[src/rtl/aclk_pkg.sv]
package aclk_pkg;

  localparam int MAX_FRAME_BITS = 128;
  localparam int BCNT_W         = $clog2(MAX_FRAME_BITS);
  localparam int MAX_PRESCALE   = 4;
  localparam int PCNT_W         = $clog2(MAX_PRESCALE);

  typedef enum logic [1:0] {
    FRM_32     = 2'd0,
    FRM_64     = 2'd1,
    FRM_128    = 2'd2,
    FRM_128_B  = 2'd3
  } frame_sel_e;

  typedef enum logic [1:0] {
    SLOT_16    = 2'd0,
    SLOT_24    = 2'd1,
    SLOT_32    = 2'd2,
    SLOT_32_B  = 2'd3
  } slot_sel_e;

  typedef struct packed {
    logic bclk;
    logic ws;
    logic bit_stb;
    logic frame_stb;
  } clk_bundle_t;

  function automatic logic [PCNT_W:0] prescale_of(input logic sel);
    return sel ? (PCNT_W+1)'(4) : (PCNT_W+1)'(2);
  endfunction

  function automatic logic [BCNT_W:0] frame_bits_of(input logic [1:0] sel);
    case (frame_sel_e'(sel))
      FRM_32:  return (BCNT_W+1)'(32);
      FRM_64:  return (BCNT_W+1)'(64);
      default: return (BCNT_W+1)'(128);
    endcase
  endfunction

  function automatic logic [BCNT_W:0] slot_bits_of(input logic [1:0] sel);
    case (slot_sel_e'(sel))
      SLOT_16: return (BCNT_W+1)'(16);
      SLOT_24: return (BCNT_W+1)'(24);
      default: return (BCNT_W+1)'(32);
    endcase
  endfunction

endpackage

[src/rtl/aclk_master_div.sv]
module aclk_master_div
  import aclk_pkg::*;
(
  input  logic        clk,
  input  logic        rst_n,
  input  logic        run,
  input  logic        mclk_div_sel,
  input  logic [1:0]  frame_sel,
  input  logic [1:0]  slot_sel,
  input  logic        free_run,
  output clk_bundle_t gen
);

  localparam logic [PCNT_W:0] P_ONE = (PCNT_W+1)'(1);
  localparam logic [BCNT_W:0] B_ONE = (BCNT_W+1)'(1);

  logic              running;
  logic [PCNT_W-1:0] pcnt;
  logic [BCNT_W-1:0] bcnt;
  logic              act_div;
  logic [1:0]        act_frm;

  logic [PCNT_W:0]   div_n;
  logic [PCNT_W:0]   pcnt_x;
  logic [BCNT_W:0]   fbits;
  logic [BCNT_W:0]   half;
  logic [BCNT_W:0]   bcnt_x;
  logic [BCNT_W:0]   slot_pos;
  logic              last_phase;
  logic              hi_phase;
  logic              last_bit;
  logic              in_slot;

  assign div_n      = prescale_of(act_div);
  assign fbits      = frame_bits_of(act_frm);
  assign half       = fbits >> 1;
  assign pcnt_x     = {1'b0, pcnt};
  assign bcnt_x     = {1'b0, bcnt};
  assign last_phase = (pcnt_x == div_n - P_ONE);
  assign hi_phase   = (pcnt_x >= (div_n >> 1));
  assign last_bit   = (bcnt_x == fbits - B_ONE);
  assign slot_pos   = bcnt_x & (half - B_ONE);
  assign in_slot    = (slot_pos < slot_bits_of(slot_sel));

  always_comb begin
    gen           = '0;
    gen.bclk      = running & hi_phase & (free_run | in_slot);
    gen.ws        = running & (bcnt_x >= half);
    gen.bit_stb   = running & last_phase;
    gen.frame_stb = running & last_phase & last_bit;
  end

  always_ff @(posedge clk) begin
    if (!rst_n) begin
      running <= 1'b0;
      pcnt    <= '0;
      bcnt    <= '0;
      act_div <= 1'b0;
      act_frm <= '0;
    end else if (!run) begin
      running <= 1'b0;
      pcnt    <= '0;
      bcnt    <= '0;
      act_div <= mclk_div_sel;
      act_frm <= frame_sel;
    end else begin
      running <= 1'b1;
      if (running) begin
        if (last_phase) begin
          pcnt <= '0;
          if (last_bit) begin
            bcnt    <= '0;
            act_div <= mclk_div_sel;
            act_frm <= frame_sel;
          end else begin
            bcnt <= bcnt + 1'b1;
          end
        end else begin
          pcnt <= pcnt + 1'b1;
        end
      end
    end
  end

endmodule

[src/rtl/aclk_slave_sync.sv]
module aclk_slave_sync
  import aclk_pkg::*;
#(
  parameter int SYNC_STAGES = 2
)(
  input  logic        clk,
  input  logic        rst_n,
  input  logic        ext_bclk,
  input  logic        ext_ws,
  output clk_bundle_t sl
);

  localparam int N_LINES = 2;
  localparam int L_BCLK  = 0;
  localparam int L_WS    = 1;

  logic [N_LINES-1:0] ext_in;
  logic [N_LINES-1:0] synced;
  logic [N_LINES-1:0] delayed;

  assign ext_in = {ext_ws, ext_bclk};

  for (genvar g = 0; g < N_LINES; g++) begin : g_line
    logic [SYNC_STAGES:0] sh;
    always_ff @(posedge clk) begin
      if (!rst_n) sh <= '0;
      else        sh <= {sh[SYNC_STAGES-1:0], ext_in[g]};
    end
    assign synced[g]  = sh[SYNC_STAGES-1];
    assign delayed[g] = sh[SYNC_STAGES];
  end

  always_comb begin
    sl           = '0;
    sl.bclk      = synced[L_BCLK];
    sl.ws        = synced[L_WS];
    sl.bit_stb   = synced[L_BCLK] & ~delayed[L_BCLK];
    sl.frame_stb = ~synced[L_WS] & delayed[L_WS];
  end

endmodule

[src/rtl/aclk_out_stage.sv]
module aclk_out_stage
  import aclk_pkg::*;
(
  input  logic        clk,
  input  logic        rst_n,
  input  logic        run,
  input  logic        sel_master,
  input  clk_bundle_t gen,
  input  clk_bundle_t sl,
  input  logic        bclk_inv,
  input  logic        ws_inv,
  output logic        bclk_o,
  output logic        ws_o,
  output logic        bit_stb,
  output logic        frame_stb
);

  clk_bundle_t pick;

  always_comb begin
    if (!run)            pick = '0;
    else if (sel_master) pick = gen;
    else                 pick = sl;
  end

  always_ff @(posedge clk) begin
    if (!rst_n) begin
      bclk_o    <= 1'b0;
      ws_o      <= 1'b0;
      bit_stb   <= 1'b0;
      frame_stb <= 1'b0;
    end else begin
      bclk_o    <= pick.bclk ^ bclk_inv;
      ws_o      <= pick.ws ^ ws_inv;
      bit_stb   <= pick.bit_stb;
      frame_stb <= pick.frame_stb;
    end
  end

endmodule

[src/rtl/audio_clkgen.sv]
module audio_clkgen
  import aclk_pkg::*;
#(
  parameter int SYNC_STAGES = 2
)(
  input  logic       clk,
  input  logic       rst_n,
  input  logic       glb_en,
  input  logic       tx_en,
  input  logic       rx_en,
  input  logic       cfg_master,
  input  logic       cfg_mclk_div,
  input  logic [1:0] cfg_frame_sel,
  input  logic [1:0] cfg_slot_sel,
  input  logic       cfg_free_run,
  input  logic       cfg_bclk_inv,
  input  logic       cfg_ws_inv,
  input  logic       ext_bclk,
  input  logic       ext_ws,
  output logic       bclk_o,
  output logic       ws_o,
  output logic       bit_stb,
  output logic       frame_stb
);

  logic        run;
  clk_bundle_t gen_b;
  clk_bundle_t sl_b;

  assign run = glb_en & (tx_en | rx_en);

  aclk_master_div u_mdiv (
    .clk          (clk),
    .rst_n        (rst_n),
    .run          (run & cfg_master),
    .mclk_div_sel (cfg_mclk_div),
    .frame_sel    (cfg_frame_sel),
    .slot_sel     (cfg_slot_sel),
    .free_run     (cfg_free_run),
    .gen          (gen_b)
  );

  aclk_slave_sync #(.SYNC_STAGES(SYNC_STAGES)) u_ssync (
    .clk      (clk),
    .rst_n    (rst_n),
    .ext_bclk (ext_bclk),
    .ext_ws   (ext_ws),
    .sl       (sl_b)
  );

  aclk_out_stage u_out (
    .clk        (clk),
    .rst_n      (rst_n),
    .run        (run),
    .sel_master (cfg_master),
    .gen        (gen_b),
    .sl         (sl_b),
    .bclk_inv   (cfg_bclk_inv),
    .ws_inv     (cfg_ws_inv),
    .bclk_o     (bclk_o),
    .ws_o       (ws_o),
    .bit_stb    (bit_stb),
    .frame_stb  (frame_stb)
  );

endmodule

[config.mk]
export PLATFORM = sky130hd
export DESIGN_NAME = audio_clkgen
export DESIGN_NICKNAME = d
export VERILOG_FILES = /design/src/rtl/aclk_pkg.sv /design/src/rtl/aclk_master_div.sv /design/src/rtl/aclk_slave_sync.sv /design/src/rtl/aclk_out_stage.sv /design/src/rtl/audio_clkgen.sv
export SDC_FILE = /design/constraint.sdc
export NUM_CORES = 1
export LEC_CHECK = 0
export ABC_AREA = 1
export BUFFER_PORTS_ARGS = -buffer_cell sky130_fd_sc_hd__buf_2
export CORE_MARGIN = 10
export CORE_UTILIZATION = 57
export CTS_BUF_LIST = sky130_fd_sc_hd__clkbuf_2 sky130_fd_sc_hd__clkbuf_4 sky130_fd_sc_hd__clkbuf_8
export DETAILED_ROUTE_END_ITERATION = 8
export PLACE_DENSITY = 0.92
export SLEW_MARGIN = 20
export SYNTH_ARGS = -nofsm -noshare
export SYNTH_HDL_FRONTEND = slang
export SYNTH_SLANG_ARGS = --single-unit
export TNS_END_PERCENT = 50
[constraint.sdc]
create_clock -name clk -period 2.4 [get_ports clk]
set_input_delay 0.12 -clock clk [delete_from_list [all_inputs] [get_ports clk]]
set_output_delay 0.12 -clock clk [all_outputs]
set_load 0.01 [all_outputs]
== After elaboration in Yosys (flattened, before gate mapping) ==
Index checks and enable logic that the tools add are counted.

* Order comparisons: 3
* Multiplexer cells: 16
* Add/sub/neg operators: 5
* Reduce and logical (&&, ||, !) cells: 6
* Bitwise logic cells: 16
* Eq/ne operators: 7

{| class="wikitable"
|+ Operator list
! kind !! count
|-
| 8-bit case mux with 2 select lines || 1
|-
| 6-bit case mux with 2 select lines || 1
|-
| 2-bit two-way mux || 5
|-
| 1-bit bitwise AND || 9
|-
| 7-bit by 8-bit bitwise AND with 8-bit output || 1
|-
| 7-bit by 8-bit == test with 1-bit output || 1
|-
| 8-bit by 6-bit < comparator with 1-bit output || 1
|-
| 4-bit two-way mux || 2
|-
| 7-bit by 1-bit subtractor with 8-bit output (second input constant) || 1
|-
| 8-bit by 1-bit subtractor with 8-bit output (second input constant) || 1
|-
| 7-bit by 1-bit adder with 7-bit output (second input constant) || 1
|-
| 7-bit greater-or-equal comparator || 1
|-
| 7-bit two-way mux || 1
|-
| 2-bit != test (second input constant) || 3
|-
| 2-bit AND reduction || 3
|-
| 1-bit two-way mux || 5
|-
| 2-bit by 1-bit == test with 1-bit output (second input constant) || 2
|-
| 2-bit logical NOT || 2
|-
| 2-bit by 3-bit == test with 1-bit output || 1
|-
| 3-bit two-way mux || 1
|-
| 3-bit AND reduction || 1
|-
| 3-bit by 1-bit subtractor with 3-bit output (second input constant) || 1
|-
| 2-bit by 1-bit adder with 2-bit output (second input constant) || 1
|-
| 2-bit greater-or-equal comparator || 1
|-
| other kinds (3) || 6
|}

* Input port bits: 16
* Register bits after elaboration: 23
* Word-level logic and storage cells: 64
* Output and inout port bits: 4

== Logic depth before layout (Yosys ltp) ==
Gate-level depths: netlist of the first run.

* Depth after elaboration: 10
* Mapped depth: 15
* Depth with buffers taken out: 15

== Modules after synthesis ==
Synthesis of the first run repeated with hierarchy kept, for this count alone.

* Cell total of the unflattened synthesis: 167
* Area total of the unflattened synthesis: 1211.2 um^2

{| class="wikitable"
|+ By module, submodules not included
! module !! area an instance (um^2) !! sequential area each (um^2) !! times used !! cells each
|-
| aclk_master_div || 820.8 || 260.2 || 1 || 112
|-
| aclk_slave_sync || 195.2 || 120.1 || 1 || 24
|-
| aclk_out_stage || 170.2 || 80.1 || 1 || 26
|-
| audio_clkgen || 25.0 || 0.0 || 1 || 5
|}

== Worst setup path before layout of the first run ==
Ideal clock, no wire load.

* Kind: register -> register
* Start: register u_mdiv.act_frm[1]
* End: register u_out.bclk_o
* Cell stages (with the launch flop): 16
* Library setup time: 0.115 ns
* Required time: 2.285 ns
* Clock period less this slack: 1.862 ns
* Buffers on the path: 0
* Path slack: 0.538 ns
* Arrival time: 1.748 ns
* Cell sequence: dfxtp_1 nor2_4 inv_1 ha_1 nor2_1 ha_1 a21oi_1 nand2_1 inv_1 nand2_1 nand2_1 nand2_1 nand2_1 nand3_1 nand2_1 nor2_1

* Longest elaborated chain between the ends: 10
* Elaborated cells between the ends (all ways): 11
* Those cells by class: 1 x add/sub; 1 x order compare; 1 x eq/ne; 3 x mux; 4 x bitwise; 1 x reduce/logical

{| class="wikitable"
|+ RTL lines
! what !! RTL line !! text
|-
| from (decl) || aclk_master_div.sv:21 || <nowiki>logic [1:0] act_frm;</nowiki>
|-
| from (signal assigned) || aclk_master_div.sv:65 || <nowiki>act_frm <= frame_sel;</nowiki>
|-
| from (signal assigned) || aclk_master_div.sv:74 || <nowiki>act_frm <= frame_sel;</nowiki>
|-
| 2-bit by 1-bit == test with 1-bit output or 2-bit logical NOT (tied branches) || aclk_pkg.sv:34 || <nowiki>case (frame_sel_e'(sel))</nowiki>
|-
| 8-bit case mux with 2 select lines (*) || aclk_pkg.sv:34 ||
|-
| 7-bit by 1-bit subtractor with 8-bit output (*) || aclk_master_div.sv:42 || <nowiki>assign slot_pos = bcnt_x & (half - B_ONE);</nowiki>
|-
| 7-bit by 8-bit bitwise AND with 8-bit output (*) || aclk_master_div.sv:42 ||
|-
| 8-bit by 6-bit < comparator with 1-bit output (*) || aclk_master_div.sv:43 || <nowiki>assign in_slot = (slot_pos < slot_bits_of(slot_sel));</nowiki>
|-
| 1-bit bitwise OR (*) || aclk_master_div.sv:47 || <nowiki>gen.bclk = running & hi_phase & (free_run | in_slot);</nowiki>
|-
| 1-bit bitwise AND (*) || aclk_master_div.sv:47 ||
|-
| 4-bit two-way mux (*) || aclk_out_stage.sv:22 || <nowiki>else if (sel_master) pick = gen;</nowiki>
|-
| 4-bit two-way mux (*) || aclk_out_stage.sv:21 || <nowiki>if (!run) pick = '0;</nowiki>
|-
| 1-bit XOR (*) || aclk_out_stage.sv:33 || <nowiki>bclk_o <= pick.bclk ^ bclk_inv;</nowiki>
|-
| to (signal assigned) || aclk_out_stage.sv:33 ||
|-
| to (decl) || aclk_out_stage.sv:12 || <nowiki>output logic bclk_o,</nowiki>
|}

Every way passes the cells marked *; elsewhere a longest branch is shown, timed or not.
A chain may end at the register's enable or synchronous reset.

== Worst setup path after layout of the first run ==
Ends and elaborated chain as after synthesis.

==> flow_summary_export.csv, run 1 <==
group,metric,value,unit
synthesis,yosysTopAreaCell,"dfxtp_1",
sta,slew_viol_final,0,
worst_hold_path,min_path_cells,3,
sta,fmax,0.487,GHz
worst_setup_path,r2r_start,"u_mdiv.act_frm[1]$_SDFFE_PN0P_",
grt,grt_pass1_vias,1065,
placed_design,post-dp-hpwl,2090,microns
worst_setup_path,ff2ff_setup_slack,0.35,ns
worst_setup_path,crit_top_cell,"nand2_1",
worst_setup_path,regToRegEndpoint,"u_out.bclk_o$_SDFF_PN0_",
synthesis,synth.distinct_cells,24,
floorplan,core,2000,sq um
sta,rsz0062_at_grt,"no",
worst_setup_path,cpMaxStageDelayCell,"dfxtp_1",
worst_hold_path,min_from,"cfg_mclk_div",
worst_hold_path,hold-path-endpoint,"u_mdiv.act_div$_SDFFE_PN0P_",
synthesis,synth_nets,194,
synthesis,synth.top_cell.area_share,37.6,%
routing,drt-initial-drc-count,45,
worst_setup_path,reg2reg_depth,15,
worst_setup_path,crit_path_max_fanout,4,
floorplan,rows,16,
finish,final_layout_size_suffix_gt1_share,17.9,%
cts,clk_latency,0.31,ns
synthesis,synth_common_cells,"nand2_1, inv_1, dfxtp_1",
sta,setup_slack,0.346,ns
worst_setup_path,path_delay_family,"simple AND/OR/NAND/NOR gates",
worst_setup_path,cp.required,2.62,ns
cts,path_clk_slew,0.12,ns
grt,antenna_found_initial,0,
synthesis,synth_cells,167,
worst_hold_path,hp-class,"in2reg",
pwr,powerDensity,482,nW/um^2
grt,grt_usage,12.2,%
synthesis,yosys_most_used_dff,"dfxtp_1",
synthesis,synth-seq-area-share,37.6,%
pwr,p_leak,0.723,nW
finish,area_growth,13.7,%
cts,cts_tree,"done",
grt,overflow,0,
placed_design,dpl_cell_area,1350,sq um
sta,hold_violations,0,
worst_setup_path,worstSetupStartpointType,"flip-flop",
cts,cts_setup_buffers,0,
floorplan,initial_utilization,61.2,%
cts,htreeDepth,1,
floorplan,die_area,4410,sq um
synthesis,synth_edf_count,0,
cts,cts_buffers,3,
routing,wirelength,2630,microns
routing,drc,0,
grt,grt_max_degree,14,
synthesis,ys_warn_count,0,
placed_design,place_congestion,0.823,
cts,cts.sinks,23,
worst_setup_path,crit_type,"reg2reg",
sta,timing.setup.tns,0,ns
finish,fin_area,1390,sq um
finish,n_antenna_cell,0,
routing,dr_total_vias,1076,
sta,finalCritPeriodShare,85.6,%
worst_setup_path,critPathMaxStageDelay,0.38,ns
worst_setup_path,worstPathArrival,2.27,ns
worst_setup_path,critPathBufInv,2,
sta,setup_viol,0,
outcome,status,"complete, no violations",
routing,antenna_left,0,
sta,period_minus_slack,2.05,ns
floorplan,die_w,66.4,microns
floorplan,fp.dieH,66.4,microns
worst_setup_path,crit_chain,"nor2_4, inv_1, ha_1, nor2_1, ha_1, a21oi_1, nand2_1, inv_1, nand2_1, nand2_1, nand2_1, nand2_1, nand3_1, nand2_1, nor2_1",
floorplan,io_pins,20,
synthesis,async_flop_share,0,%
routing,drtPass1Iterations,4,
routing,via_per_inst,4.96,
flow_run,cap_violations,0,
worst_setup_path,endpoint_kind,"flip-flop",
synthesis,synth.area.top_cells,"dfxtp_1, nand2_1, ha_1",
sta,slew_headroom,82.4,%
routing,wl_per_cell,12.1,microns
placed_design,place_ws,0.374,ns
synthesis,yosysMostFrequentCell,"nand2_1",
pwr,ir_drop,462,uV
grt,grt_pass1_wl,4360,microns
cts,root_buffer,"clkbuf_4",
cts,clk_path_buf_depth,2,
finish,layout.nets,218,
synthesis,yosys_register_bits,23,
synthesis,netlist_area,1230,sq um
placed_design,io_buffers,19,
sta,tightest_slew,0.262,ns
sta,clock-skew-final,0.00164,ns
synthesis,syn_area_per_cell,7.34,sq um
worst register-to-register path, stage by stage (launching register included):
cell and delay, ns:
dfxtp_1 0.38, nor2_4 0.17, inv_1 0.08, ha_1 0.33
nor2_1 0.12, ha_1 0.25, a21oi_1 0.13, nand2_1 0.07
inv_1 0.05, nand2_1 0.04, nand2_1 0.05, nand2_1 0.04
nand2_1 0.07, nand3_1 0.07, nand2_1 0.07, nor2_1 0.04
worst max-delay path by stage:
stage | start | to | slack (ns) | depth (start not counted)
after floorplan | u_mdiv.act_frm[1]$_SDFFE_PN0P_ | u_out.bclk_o$_SDFF_PN0_ | 0.54 | 15
after global placement | u_mdiv.act_frm[1]$_SDFFE_PN0P_ | u_out.bclk_o$_SDFF_PN0_ | 0.45 | 15
after detailed placement | u_mdiv.act_frm[1]$_SDFFE_PN0P_ | u_out.bclk_o$_SDFF_PN0_ | 0.37 | 15
after CTS | u_mdiv.act_frm[1]$_SDFFE_PN0P_ | u_out.bclk_o$_SDFF_PN0_ | 0.34 | 15
after global routing | u_mdiv.act_frm[1]$_SDFFE_PN0P_ | u_out.bclk_o$_SDFF_PN0_ | 0.13 | 15
final | u_mdiv.act_frm[1]$_SDFFE_PN0P_ | u_out.bclk_o$_SDFF_PN0_ | 0.35 | 15
layout make-up:
type                       count  area [sq um]
inverter                      33           124
clock buffer                   3          22.5
sequential                    23           460
tap                           27          33.8
multi-input combinational    109           633
fill                         186           608
clock inverter                 1          5.00
timing repair buffer          21           115
stage by stage:
step | hold slack (ns) | std cells | power, W | utilization [%]
final | 0.0404 | 217 | 0.000672 | 69.6
after global placement | 0.300 | 211 | 0.000491 | 67.3
after floorplan | 0.218 | 167 | 0.000468 | -
after CTS | 0.00443 | 216 | 0.000672 | 69.1
after detailed placement | 0.307 | 211 | 0.000499 | 67.3
after global routing | 0.0522 | 217 | 0.000704 | 69.6
routing by layer:
metal	wire [microns]	global-route usage [%]	vias up	part of all wire [%]
met3	152	3.90	5	5.8
met5	0	0	-	0
met1	1150	13.2	486	44
met4	25	3.14	0	0.95
li1	-	-	561	-
met2	1300	22.0	24	49
power breakdown:
group          internal, W  switching, W  leakage (nW)
Clock            0.0000622      0.000116        0.0177
Sequential        0.000393    0.00000751         0.188
Combinational    0.0000394     0.0000549         0.517
Total             0.000494      0.000178         0.723
placed cells by master, fill, tap and decap left out:
master	n
o32ai_1	1
nor2_4	2
nand3b_1	2
a21oi_2	2
nand2_1	38
buf_2	19
nand2_2	1
inv_1	30
nor2_2	2
a21oi_1	9
ha_1	11
or2_1	1
clkbuf_4	3
o21ai_0	10
nor2_1	14
nand3_1	8
clkinv_1	1
xor2_1	4
dfxtp_1	23
inv_2	2
o211ai_1	1
nand4_2	1
xor2_2	1
clkinv_2	1
dlygate4sd3_1	2
nor3_1	1
what timing repair did:
action | 4_1_cts | 5_1_grt
endpoints found under the hold margin | 1 | 1
hold buffers | 1 | 1
gates resized for setup | 0 | 0
cell families after synthesis:
| family | after synthesis | synth area share (%) |
|---|---|---|
| xor+xnor | 5 | 4.18 |
| fa+ha+maj | 11 | 11.2 |
| buf+inv | 35 | 10.8 |
| simple gates | 70 | 25.7 |
| flops | 23 | 37.6 |
| compound gates | 23 | 10.5 |
registers in the layout, summed over array words and instances, names as in the netlist:
name	flops
u_out.frame_stb	1
u_mdiv.bcnt	7
u_mdiv.running	1
u_out.ws_o	1
u_mdiv.act_div	1
u_ssync.g_line.sh	6
u_out.bit_stb	1
u_out.bclk_o	1
u_mdiv.pcnt	2
u_mdiv.act_frm	2
No activity file was read; power rests on OpenSTA's default activity.
==> run 2, diff against run 1 <==
CAP_MARGIN = 20   (was default)
CELL_PAD_IN_SITES_DETAIL_PLACEMENT = 1   (was default)
CELL_PAD_IN_SITES_GLOBAL_PLACEMENT = 2   (was default)
CORE_UTILIZATION = 32   (was 57)
TNS_END_PERCENT = 100   (was 50)
==> run 2 against run 1 <==
  * Die area grew 52%
  * Largest power group unchanged
  * Setup slack better by 0.030 ns
  * Non-clock buffer count fell by 2
  * Via count grew 0.65%
  * Critical path depth unchanged
  * Sequential share of layout area down 0.58 points
==> flow_summary_export.csv, run 2 (synthesized netlist as in run 1, its figures left out) <==
group,metric,value,unit
outcome,status,"complete, no violations",
sta,hold_violations,0,
cts,cts.sinks,23,
placed_design,dpl_cell_area,1370,sq um
cts,root_buffer,"clkbuf_8",
grt,overflow,0,
cts,cts_buffers,3,
finish,layout.nets,216,
routing,drc,0,
sta,setup_viol,0,
finish,final_layout_size_suffix_gt1_share,18.1,%
placed_design,place_inst,232,
routing,via_per_inst,4.59,
routing,antenna_left,0,
sta,slew_viol_final,0,
sta,clock-skew-final,0.00493,ns
routing,dr_total_vias,1083,
sta,period_minus_slack,2.02,ns
floorplan,core,3690,sq um
pwr,ir_drop,325,uV
finish,fin_area,1420,sq um
worst_setup_path,worstSetupStartpointType,"flip-flop",
finish,largestRegisters,"u_mdiv.bcnt x7, u_ssync.g_line.sh x6",
placed_design,place_ws,0.346,ns
cts,path_clk_slew,0.09,ns
floorplan,die_area,6710,sq um
sta,timing.setup.tns,0,ns
worst_setup_path,crit_path_max_fanout,4,
floorplan,rows,22,
grt,grt_pass1_wl,5170,microns
placed_design,place_congestion,0.792,
grt,use_met1,10.1,%
worst_setup_path,endpoint_kind,"flip-flop",
worst_setup_path,worstPathArrival,2.21,ns
cts,cts_tree,"done",
grt,grt_usage,10.1,%
worst_setup_path,cpMaxStageDelayCell,"dfxtp_1",
sta,fmax,0.494,GHz
worst_setup_path,critPathMaxStageDelay,0.37,ns
grt,grt_pass1_vias,1166,
placed_design,io_buffers,19,
grt,use_met2,18.7,%
grt,grtUsageMet3,3.38,%
cts,cts_resized,0,
finish,stdcell_count,236,
grt,antenna_found_initial,0,
pwr,powerDensity,529,nW/um^2
finish,n_antenna_cell,0,
grt,grt_max_degree,14,
worst_setup_path,cp.required,2.58,ns
sta,fin_hold_ws,0.0218,ns
worst_hold_path,hp-class,"in2reg",
flow_run,cap_violations,0,
worst_setup_path,crit_type,"reg2reg",
grt,grt.busiest_layer,"met2",
finish,largest_register_ffs,7,
floorplan,die_w,81.9,microns
finish,area_growth,15.7,%
cts,cts_setup_buffers,0,
cts,clk_latency,0.28,ns
worst_setup_path,crit_chain,"nor2_4, inv_1, ha_1, nor2_1, ha_1, a21oi_1, nand2_1, inv_1, nand2_1, nand2_1, nand2_1, nand2_1, nand3_1, nand2_1, nor2_1",
routing,wirelength,3050,microns
finish,top_register,"u_mdiv.bcnt",
sta,slew_headroom,80.3,%
cts,htreeDepth,1,
cts,cts_hold_buffers,0,
placed_design,post-dp-hpwl,2590,microns
finish,layout_common_cells,"nand2_1, inv_1, dfxtp_1",
routing,wl_per_cell,12.9,microns
routing,drt-initial-drc-count,28,
sta,rsz0062_at_grt,"no",
floorplan,fp.dieH,81.9,microns
pwr,p_leak,0.722,nW
finish,final_common_cell,"nand2_1",
cts,clk_path_buf_depth,2,
routing,drtPass1Iterations,4,
floorplan,initial_utilization,33.2,%
sta,tightest_slew,0.295,ns
sta,finalCritPeriodShare,84.3,%
worst_setup_path,crit_top_cell,"nand2_1",
sta,setup_slack,0.376,ns
floorplan,io_pins,20,
run 2: routing by layer:
metal	routed length, microns	up-vias
met5	0	-
met4	66	0
met3	142	7
met2	1630	21
met1	1210	499
li1	-	556
run 2: worst max-delay path: cells and delay by family, from the launching register on:
family	cells	cell delay (ns)
and+or+nand+nor	10	0.72
buffers and inverters	2	0.14
adders and majority gates	2	0.57
DFF	1	0.37
AOI/OAI and AO/OA	1	0.13
run 2: layout make-up:
cell class / instances / area (sq um)
fillers: 484 / 2270
multi-input cells: 109 / 633
flip-flops and latches: 23 / 460
inverters: 33 / 124
repair buffers: 19 / 95.1
well taps: 48 / 60.1
clock buffers: 3 / 41.3
clock inverters: 1 / 5.00
run 2: through the flow:
| step | util (%) | total power, W |
|---|---|---|
| after floorplan | - | 0.000468 |
| after global placement | 37.2 | 0.000495 |
| after detailed placement | 37.2 | 0.000503 |
| after CTS | 38.5 | 0.000762 |
| after global routing | 38.5 | 0.000789 |
| final | 38.5 | 0.000750 |
run 2: final timing paths:
kind	endpoint	cells past startpoint	slack [ns]	from
setup / recovery	u_out.bclk_o$_SDFF_PN0_	15	0.38	u_mdiv.act_frm[1]$_SDFFE_PN0P_
setup reg to reg	u_out.bclk_o$_SDFF_PN0_	15	0.38	u_mdiv.act_frm[1]$_SDFFE_PN0P_
hold reg to reg	u_ssync.g_line[1].sh[1]$_SDFF_PN0_	2	0.42	u_ssync.g_line[1].sh[0]$_SDFF_PN0_
hold / removal	u_ssync.g_line[0].sh[0]$_SDFF_PN0_	3	0.02	ext_bclk
run 2: where the power goes:
group	internal (W)	switching [W]	leakage [nW]
sequential	0.000392	0.00000745	0.188
combinational	0.0000370	0.0000549	0.509
clock	0.000117	0.000141	0.0255
total	0.000546	0.000204	0.722
==> run 3, diff against run 2 <==
CORE_UTILIZATION = 29   (was 32)
PLACE_DENSITY = 0.88   (was 0.92)
clock period = 1.65 ns   (was 2.4 ns; I/O delays follow)
==> run 3 against run 2 <==
  * The flow now finishes with violations (setup timing)
  * Critical path depth did not move
  * Hold slack improved by 0.032 ns
  * Register-to-register slack got worse by 0.62 ns
  * Combinational power rose by 130%
  * Maximum frequency rose by 7.0%
  * Flip-flop and latch count did not move
  * Via count rose by 3.1%
  * Setup slack got worse by 0.62 ns
  * Critical endpoint unchanged
==> flow_summary_export.csv, run 3 (synthesized netlist as in run 1, its figures left out) <==
group,metric,value,unit
outcome,status,"finished with violations",
outcome,violations,"setup timing",
worst_setup_path,worstSetupStartpointType,"flip-flop",
cts,htreeDepth,1,
sta,timing.setup.tns,-1.39,ns
finish,seqCellArea,468,sq um
worst_setup_path,reg2reg_depth,15,
grt,antenna_found_initial,0,
pwr,pwr-share-seq,50.6,%
cts,cts.sinks,23,
sta,hold_violations,0,
worst_setup_path,crit_path_max_fanout,3,
cts,clk_latency,0.26,ns
worst_setup_path,ff2ff_setup_slack,-0.24,ns
flow_run,cap_violations,0,
grt,overflow,0,
sta,period_minus_slack,1.89,ns
placed_design,io_buffers,19,
finish,n_antenna_cell,0,
placed_design,place_congestion,0.775,
floorplan,die_area,7230,sq um
finish,final_layout_size_suffix_gt1_share,32.4,%
routing,drt-initial-drc-count,33,
sta,finalCritPeriodShare,115,%
pwr,p_comb_share,18.3,%
sta,tightest_slew,0.281,ns
pwr,switching_share,26.2,%
floorplan,core,4060,sq um
routing,drtPass1Iterations,4,
grt,grt_pass1_vias,1223,
routing,drc,0,
sta,setup_viol,10,
worst_hold_path,min_from,"cfg_mclk_div",
cts,cts_tree,"done",
routing,antenna_left,0,
pwr,ir_drop,337,uV
sta,setup_slack,-0.241,ns
cts,path_clk_slew,0.08,ns
sta,fmax,0.529,GHz
sta,slew_viol_final,0,
finish,fin_area,1660,sq um
finish,largestRegisters,"u_mdiv.bcnt x7, u_ssync.g_line.sh x6",
sta,rsz0062_at_grt,"yes",
finish,top_register,"u_mdiv.bcnt",
grt,grt_usage,9.17,%
finish,largest_register_ffs,7,
pwr,clkPwrFrac,31.1,%
finish,area_growth,35.0,%
sta,clock-skew-final,0.00114,ns
grt,grt_max_degree,14,
grt,grt_pass1_wl,5530,microns
worst_setup_path,r2r_start,"u_mdiv.act_frm[0]$_SDFFE_PN0P_",
cts,cts_buffers,3,
worst_setup_path,regToRegEndpoint,"u_out.bclk_o$_SDFF_PN0_",
finish,final_common_cell,"nand2_1",
pwr,p_leak,0.818,nW
worst_setup_path,cpMaxStageDelayCell,"dfxtp_4",
worst_setup_path,path_delay_family,"simple AND/OR/NAND/NOR gates",
worst_hold_path,hp-class,"in2reg",
worst_setup_path,endpoint_kind,"flip-flop",
worst_setup_path,critPathBufInv,2,
routing,wl_per_cell,12.5,microns
cts,root_buffer,"clkbuf_8",
worst_setup_path,cp.required,1.82,ns
pwr,power.internal,0.000848,W
worst_setup_path,crit_type,"reg2reg",
worst_setup_path,worstPathArrival,2.06,ns
finish,multi_input_area,701,sq um
floorplan,die_w,85.0,microns
routing,wirelength,3210,microns
worst_hold_path,hold-path-endpoint,"u_mdiv.act_div$_SDFFE_PN0P_",
pwr,p_sw,0.000301,W
sta,fin_hold_ws,0.0540,ns
floorplan,initial_utilization,30.2,%
floorplan,fp.dieH,85.0,microns
worst_setup_path,crit_top_cell,"nand2_1",
routing,dr_total_vias,1117,
sta,slew_headroom,81.3,%
placed_design,dpl_cell_area,1470,sq um
finish,layout.nets,235,
floorplan,io_pins,20,
cts,clk_path_buf_depth,2,
finish,fillers,510,
routing,via_per_inst,4.35,
worst_hold_path,min_path_cells,3,
worst_setup_path,critPathMaxStageDelay,0.37,ns
finish,stdcell_count,257,
floorplan,rows,23,
pwr,powerDensity,694,nW/um^2
worst_setup_path,crit_chain,"nor2_4, inv_2, ha_4, nor2_1, ha_1, a21oi_2, nand2_1, inv_1, nand2_1, nand2_1, nand2_1, nand2_1, nand3_1, nand2_1, nor2_1",
placed_design,place_inst,245,
finish,layout_common_cells,"nand2_1, inv_1, dfxtp_1",
placed_design,post-dp-hpwl,2620,microns
run 3: power by group through the flow:
stage | Combinational (W) | Sequential, W | Clock (W)
6_report | 0.000211 | 0.000581 | 0.000357
5_1_grt | 0.000238 | 0.000584 | 0.000400
4_1_cts | 0.000188 | 0.000582 | 0.000370
3_5_place_dp | 0.000166 | 0.000595 | 0
3_3_place_gp | 0.000160 | 0.000594 | 0
2_1_floorplan | 0.0000939 | 0.000595 | 0
run 3: tightest hold or removal path, delay by kind of cell:
kind / cells / cell delay [ns]
buffers and inverters: 1 / 0.08
AO/OA/AOI/OAI: 1 / 0.03
AND/OR/NAND/NOR: 1 / 0.09
run 3: cell type report:
| type | count | share of cell area (%) |
|---|---|---|
| multi-input combinational | 109 | 42.3 |
| sequential | 23 | 28.3 |
| timing repair buffer | 38 | 15.3 |
| inverter | 33 | 7.48 |
| tap | 50 | 3.78 |
| clock buffer | 3 | 2.49 |
| clock inverter | 1 | 0.302 |
run 3: per-layer routing:
metal | wire [microns] | vias up | GRT usage (%)
met1 | 1450 | 503 | 10.6
met4 | 34 | 0 | 2.69
met5 | 0 | - | 0
li1 | - | 596 | -
met3 | 86 | 5 | 2.01
met2 | 1640 | 13 | 16.3
run 3: how the worst max path moves through the flow:
stage,start,endpoint,depth (start not counted)
2_1_floorplan,u_mdiv.act_frm[0]$_SDFFE_PN0P_,u_out.bclk_o$_SDFF_PN0_,15
6_report,u_mdiv.act_frm[0]$_SDFFE_PN0P_,u_out.bclk_o$_SDFF_PN0_,15
5_1_grt,u_mdiv.act_frm[0]$_SDFFE_PN0P_,u_out.bclk_o$_SDFF_PN0_,15
3_5_place_dp,u_mdiv.act_frm[1]$_SDFFE_PN0P_,u_out.bclk_o$_SDFF_PN0_,15
3_3_place_gp,u_mdiv.act_frm[1]$_SDFFE_PN0P_,u_out.bclk_o$_SDFF_PN0_,15
4_1_cts,u_mdiv.act_frm[0]$_SDFFE_PN0P_,u_out.bclk_o$_SDFF_PN0_,15
run 3: what timing repair did:
item,CTS,global route
buffers inserted,2,4
endpoints found under the hold margin,2,0
endpoints found under the setup margin,10,11
resized for setup,8,15
pin swaps,6,6
hold buffers,2,0
run 3: through the flow:
step / util, % / worst slack (ns) / power, W
after global placement: 36.3 / -0.121 / 0.000754
after CTS: 38.9 / -0.193 / 0.00114
final: 40.8 / -0.241 / 0.00115
after floorplan: - / -0.112 / 0.000689
after global routing: 40.8 / -0.398 / 0.00122
after detailed placement: 36.3 / -0.226 / 0.000762
